`src/rtl/eei2c_pkg.sv`:
```
package eei2c_pkg;
  localparam int ADDR_W = 11;
  localparam int DATA_W = 8;
  localparam int PAGE_W = 4;
  localparam logic [3:0] DEV_ID = 4'b1010;

  typedef enum logic [2:0] {
    ST_IDLE,
    ST_ADDR,
    ST_WADDR,
    ST_WDATA,
    ST_RDATA,
    ST_WAIT
  } eei2c_state_t;
endpackage

```
`src/rtl/eei2c_bitfe.sv`:
```
// SCL edge detection, bit counter (0..BITS+1) and receive shift register.
module eei2c_bitfe #(
  parameter int BITS = 8,
  localparam int CW = $clog2(BITS + 2)
) (
  input  logic            clk,
  input  logic            rst_n,
  input  logic            scl_i,
  input  logic            sda_i,
  input  logic            clr_i,
  output logic            rise_o,
  output logic            fall_o,
  output logic [CW-1:0]   cnt_o,
  output logic [BITS-1:0] byte_o
);
  logic            scl_q;
  logic [CW-1:0]   cnt_q, cnt_n;
  logic [BITS-1:0] sr_q, sr_n;

  assign rise_o = scl_i & ~scl_q;
  assign fall_o = ~scl_i & scl_q;
  assign cnt_o  = cnt_q;
  assign byte_o = sr_q;

  always_comb begin
    cnt_n = cnt_q;
    sr_n  = sr_q;
    if (clr_i) begin
      cnt_n = '0;
    end else if (rise_o && cnt_q < CW'(BITS + 1)) begin
      cnt_n = cnt_q + 1'b1;
      if (cnt_q < CW'(BITS)) sr_n = {sr_q[BITS-2:0], sda_i};
    end else if (fall_o && cnt_q == CW'(BITS + 1)) begin
      cnt_n = '0;
    end
  end

  always_ff @(posedge clk or negedge rst_n) begin
    if (!rst_n) begin
      scl_q <= 1'b1;
      cnt_q <= '0;
      sr_q  <= '0;
    end else begin
      scl_q <= scl_i;
      cnt_q <= cnt_n;
      sr_q  <= sr_n;
    end
  end
endmodule

```
`src/rtl/eei2c_ptr.sv`:
```
// Word address pointer: load, full-width read increment, in-page write increment.
module eei2c_ptr #(
  parameter int AW = 11,
  parameter int PW = 4
) (
  input  logic          clk,
  input  logic          rst_n,
  input  logic          ld_i,
  input  logic [AW-1:0] ld_val_i,
  input  logic          inc_rd_i,
  input  logic          inc_pg_i,
  output logic [AW-1:0] ptr_o
);
  logic [AW-1:0] ptr_q, ptr_n;

  assign ptr_o = ptr_q;

  always_comb begin
    ptr_n = ptr_q;
    if (ld_i)          ptr_n = ld_val_i;
    else if (inc_rd_i) ptr_n = ptr_q + 1'b1;
    else if (inc_pg_i) ptr_n = {ptr_q[AW-1:PW], ptr_q[PW-1:0] + 1'b1};
  end

  always_ff @(posedge clk or negedge rst_n) begin
    if (!rst_n) ptr_q <= '0;
    else        ptr_q <= ptr_n;
  end
endmodule

```
`src/rtl/eei2c_slave.sv`:
```
module eei2c_slave
  import eei2c_pkg::*;
#(
  parameter int AW = eei2c_pkg::ADDR_W,
  parameter int DW = eei2c_pkg::DATA_W,
  parameter int PW = eei2c_pkg::PAGE_W
) (
  input  logic          clk,
  input  logic          rst_n,
  input  logic          scl_i,
  input  logic          sda_i,
  input  logic          start_i,
  input  logic          stop_i,
  input  logic          wp_i,
  input  logic          busy_i,
  output logic          sda_oe_o,
  output logic          mem_rd_en_o,
  output logic [AW-1:0] mem_rd_addr_o,
  input  logic [DW-1:0] mem_rd_data_i,
  output logic          pb_wr_o,
  output logic [AW-1:0] pb_addr_o,
  output logic [DW-1:0] pb_data_o,
  output logic          pb_commit_o
);
  localparam int BW = AW - DW;
  localparam int CW = $clog2(DW + 2);
  localparam int IW = $clog2(DW);
  localparam logic [CW-1:0] ACK_BIT = CW'(DW);
  localparam logic [CW-1:0] ACK_END = CW'(DW + 1);

  eei2c_state_t  st_q, st_n;
  logic          oe_q, oe_n, sack_q, sack_n, wany_q, wany_n, fetch_q;
  logic [BW-1:0] blk_q, blk_n;
  logic [DW-1:0] tx_q, tx_n;
  logic          rise, fall, clr, ld, inc_rd, inc_pg, rd_en, pb_wr, commit;
  logic [CW-1:0] cnt, tx_idx;
  logic [DW-1:0] rx;
  logic [AW-1:0] ptr;

  assign clr    = start_i | stop_i;
  assign tx_idx = CW'(DW - 1) - cnt;

  eei2c_bitfe #(.BITS(DW)) bitfe_i (
    .clk(clk), .rst_n(rst_n), .scl_i(scl_i), .sda_i(sda_i), .clr_i(clr),
    .rise_o(rise), .fall_o(fall), .cnt_o(cnt), .byte_o(rx)
  );

  eei2c_ptr #(.AW(AW), .PW(PW)) ptr_i (
    .clk(clk), .rst_n(rst_n), .ld_i(ld), .ld_val_i({blk_q, rx}),
    .inc_rd_i(inc_rd), .inc_pg_i(inc_pg), .ptr_o(ptr)
  );

  always_comb begin
    st_n   = st_q;
    oe_n   = oe_q;
    sack_n = sack_q;
    wany_n = wany_q;
    blk_n  = blk_q;
    tx_n   = fetch_q ? mem_rd_data_i : tx_q;
    ld     = 1'b0;
    inc_rd = 1'b0;
    inc_pg = 1'b0;
    rd_en  = 1'b0;
    pb_wr  = 1'b0;
    commit = 1'b0;
    if (stop_i) begin
      st_n   = ST_IDLE;
      oe_n   = 1'b0;
      sack_n = 1'b0;
      wany_n = 1'b0;
      commit = wany_q;
    end else if (start_i) begin
      st_n   = ST_ADDR;
      oe_n   = 1'b0;
      sack_n = 1'b0;
      wany_n = 1'b0;
    end else if (fall && cnt == ACK_BIT) begin
      // ninth clock begins: answer a received byte or release after sending
      unique case (st_q)
        ST_ADDR: begin
          if (rx[DW-1:DW-4] == DEV_ID && !busy_i) begin
            blk_n  = rx[BW:1];
            oe_n   = 1'b1;
            sack_n = 1'b1;
            if (rx[0]) begin
              st_n   = ST_RDATA;
              rd_en  = 1'b1;
              inc_rd = 1'b1;
            end else begin
              st_n = ST_WADDR;
            end
          end else begin
            st_n = ST_WAIT;
            oe_n = 1'b0;
          end
        end
        ST_WADDR: begin
          ld     = 1'b1;
          oe_n   = 1'b1;
          sack_n = 1'b1;
          st_n   = ST_WDATA;
        end
        ST_WDATA: begin
          if (wp_i) begin
            st_n = ST_WAIT;
            oe_n = 1'b0;
          end else begin
            pb_wr  = 1'b1;
            inc_pg = 1'b1;
            wany_n = 1'b1;
            oe_n   = 1'b1;
            sack_n = 1'b1;
          end
        end
        ST_RDATA: oe_n = 1'b0;
        default: ;
      endcase
    end else if (fall && cnt == ACK_END) begin
      sack_n = 1'b0;
      oe_n   = (st_q == ST_RDATA) ? ~tx_n[DW-1] : 1'b0;
    end else if (fall && st_q == ST_RDATA && cnt != '0) begin
      oe_n = ~tx_q[tx_idx[IW-1:0]];
    end else if (rise && st_q == ST_RDATA && cnt == ACK_BIT && !sack_q) begin
      if (sda_i) begin
        st_n = ST_WAIT;
      end else begin
        rd_en  = 1'b1;
        inc_rd = 1'b1;
      end
    end
  end

  always_ff @(posedge clk or negedge rst_n) begin
    if (!rst_n) begin
      st_q    <= ST_IDLE;
      oe_q    <= 1'b0;
      sack_q  <= 1'b0;
      wany_q  <= 1'b0;
      blk_q   <= '0;
      tx_q    <= '0;
      fetch_q <= 1'b0;
    end else begin
      st_q    <= st_n;
      oe_q    <= oe_n;
      sack_q  <= sack_n;
      wany_q  <= wany_n;
      blk_q   <= blk_n;
      tx_q    <= tx_n;
      fetch_q <= rd_en;
    end
  end

  assign sda_oe_o      = oe_q;
  assign mem_rd_en_o   = rd_en;
  assign mem_rd_addr_o = ptr;
  assign pb_wr_o       = pb_wr;
  assign pb_addr_o     = ptr;
  assign pb_data_o     = rx;
  assign pb_commit_o   = commit;
endmodule

```
`config.mk`:
```
export PLATFORM = sky130hd
export DESIGN_NAME = eei2c_slave
export DESIGN_NICKNAME = d
export VERILOG_FILES = /design/src/rtl/eei2c_pkg.sv /design/src/rtl/eei2c_bitfe.sv /design/src/rtl/eei2c_ptr.sv /design/src/rtl/eei2c_slave.sv
export SDC_FILE = /design/constraint.sdc
export NUM_CORES = 1
export LEC_CHECK = 0
export BUFFER_PORTS_ARGS = -buffer_cell sky130_fd_sc_hd__buf_4
export CORE_UTILIZATION = 55
export DETAILED_ROUTE_END_ITERATION = 12
export GPL_TIMING_DRIVEN = 0
export PLACE_DENSITY_LB_ADDON = 0.25
export SKIP_LAST_GASP = 1
export SYNTH_ARGS = -nofsm -noshare
export SYNTH_HDL_FRONTEND = slang
export SYNTH_HIERARCHICAL = 1
export SYNTH_SLANG_ARGS = --single-unit
```
`constraint.sdc`:
```
create_clock -name clk -period 3.4 [get_ports clk]
set_input_delay 0.68 -clock clk [delete_from_list [all_inputs] [get_ports clk]]
set_output_delay 0.68 -clock clk [all_outputs]
set_load 0.05 [all_outputs]
```
==> run summary <==
outcome = complete, no violations
area of the multi-input gates = 1262 µm²
post-synthesis sequential area ratio = 0.4230
drt via density = 5.693
Final Power = 1.102 mW
Netlist Area Pre-Place = 2487 µm²
Die ar. = 4796 µm²
Num CTS Buffers = 5
nature of the critical path endpoint = output port
Post-synth top cells = dfrtp_1, mux2_2, nand2_1
Final Cycle Share = 0.8956
setup bufs post-CTS = 0
max-slew violations = 0
Nets = 302
CP max FO = 9
maximum vdd drop = 0.0002537 V
diodes inserted = 0
Port-buffer cells = 49
share of cells above drive strength 1 = 0.4134
Max Freq = 0.3284 GHz
hold_buf cts = 0
Synth area leaders = dfrtp_1, mux2_2, buf_4
distinct cell type count after synthesis = 64
post-CTS sizing = 0
Synth Flop Type = dfrtp_1
dpl cells = 327
syn_nets = 246
Cells after Synth = 226
Setup TNS = 0 ns
Worst R2R Start = bitfe_i/cnt_o[0]
clk_lat worst skew = 0.29 ns
Post-DP HPWL = 3658 µm
Setup violations, final = 0
final setup margin = 0.3550 ns
DR DRC count = 0
cell taking the most area after synthesis = dfrtp_1
ys async rst share = 1.000
Cell Count, Final, Fillers Out = 335
final hold vios = 0
crit start category = input pin
CTS Buffer Depth = 2
warnings from Yosys = 6
clock sink count = 42
initial core utilization = 0.5713
Hold Slack = 0.3602 ns
min Tclk post-route = 3.045 ns
P_leak = 1.413 nW
io pins = 50
RSZ-0062 raised after global routing = false
CTS tree = built
DR iter-0 viols = 128
Slew HR = 0.5804
largest net degree at the start of global routing = 43
most frequent cell after synthesis = dfrtp_1
CP Launch Point = start_i
pwr dens = 365.4 nW/µm²
Yosys reg bits = 42
die height = 69.25 µm
first-pass iteration count of the detailed router = 5
Critical Path AT = 2.37 ns
Routed Antenna Nets = 0
pre-CTS setup slack = 0.3235 ns
vias in the first global route = 1806
core area = 4354 µm²
Slew @ Worst Pin = 0.6246 ns
GP Congestion = 0.8216
post-synth top area share = 0.4125
FF/Latch Area = 1052 µm²
routed length per instance = 14.89 µm
final WL = 4988 µm
Core Rows = 24
H-tree Lvls = 2
Synth Area per Inst = 11.01 µm²
Root Driver = clkbuf_8
FILL cells = 338
HP Class = in2async
DR vias = 1907
overall routing resource usage = 0.2210
area grow syn2layout = 21.23%
max cap viols = 0
CTS clk-pin slew, worst paths = 0.08 ns
grt ovf = 0
Crit Path Category = in2out
data required time at the worst endpoint = 2.72 ns
clock skew = 0.006369 ns
initial antenna violation count = 0
first-pass GRT wire length = 8342 µm
DIE WIDTH = 69.25 µm
number of flops mapped to enable cells by yosys = 0
cell type report:
cell class,count,area share
clock buffer,6,0.02739
sequential,42,0.3490
tap,52,0.02158
buffer,18,0.04481
multi-input combinational,156,0.4187
clock inverter,2,0.004149
inverter,10,0.01245
timing repair buffer,49,0.1220
state kept, by name, summed over array words and instances, names as in the netlist:
signal,flops
fetch_q,1
bitfe_i/cnt_o,4
sda_oe_o,1
bitfe_i/byte_o,8
blk_q,3
st_q,3
wany_q,1
tx_q,8
sack_q,1
bitfe_i/scl_q,1
ptr_i/ptr_o,11
layout by cell type (no fill, tap or decap), drive strengths merged, types with 5 or more instances in the layout:
master   n
nor2    12
a31oi    5
mux2    20
o21ai   10
buf     64
nand4    5
nand3    8
clkbuf   9
nor3     5
inv      9
nand2b   5
dfrtp   41
a21oi    8
nand2   15
worst max-delay path, cell delays in order:
cell,delay (ns)
buf_4,0.12
nor2_1,0.36
inv_1,0.30
nor2_1,0.22
and3_1,0.19
a21o_1,0.24
buf_4,0.25
stage by stage:
stage / utilization / instance area, µm²
after CTS: 0.6925 / 3015
after floorplan: - / 2487
after global routing: 0.6925 / 3015
final: 0.6925 / 3015
after detailed placement: 0.6707 / 2920
after global placement: 0.6707 / 2920
logic make-up after synthesis:
logic type | Yosys count | share of synthesized area
simple gates | 79 | 0.2228
mux | 23 | 0.1172
compound gates | 45 | 0.1298
buf+inv | 28 | 0.06941
xor+xnor | 5 | 0.01761
fa+ha+maj | 4 | 0.02012
flops | 42 | 0.4230
power breakdown:
group / total [mW] / switching (mW) / internal (mW)
clock network: 0.335 / 0.172 / 0.163
logic: 0.202 / 0.130 / 0.0716
registers: 0.565 / 0.0388 / 0.526
metal layers:
metal	part of all wire	up-vias	track usage
met4	0.017	0	0.07710
met3	0.035	7	0.04651
met2	0.53	45	0.3916
met5	0	-	0
li1	-	930	-
met1	0.42	925	0.2650
final timing paths:
path	endpoint	slack, ns	cells past startpoint
setup / recovery	mem_rd_en_o	0.35	7
hold / removal	ptr_i/ptr_o[0]	0.36	1
setup reg to reg	ptr_i/ptr_o[7]	0.58	9
hold reg to reg	wany_q	0.49	1
max in group asynchronous	bitfe_i/scl_q	2.66	1
min in group clk	wany_q	0.49	1
Power figures use the tool's default switching activity.
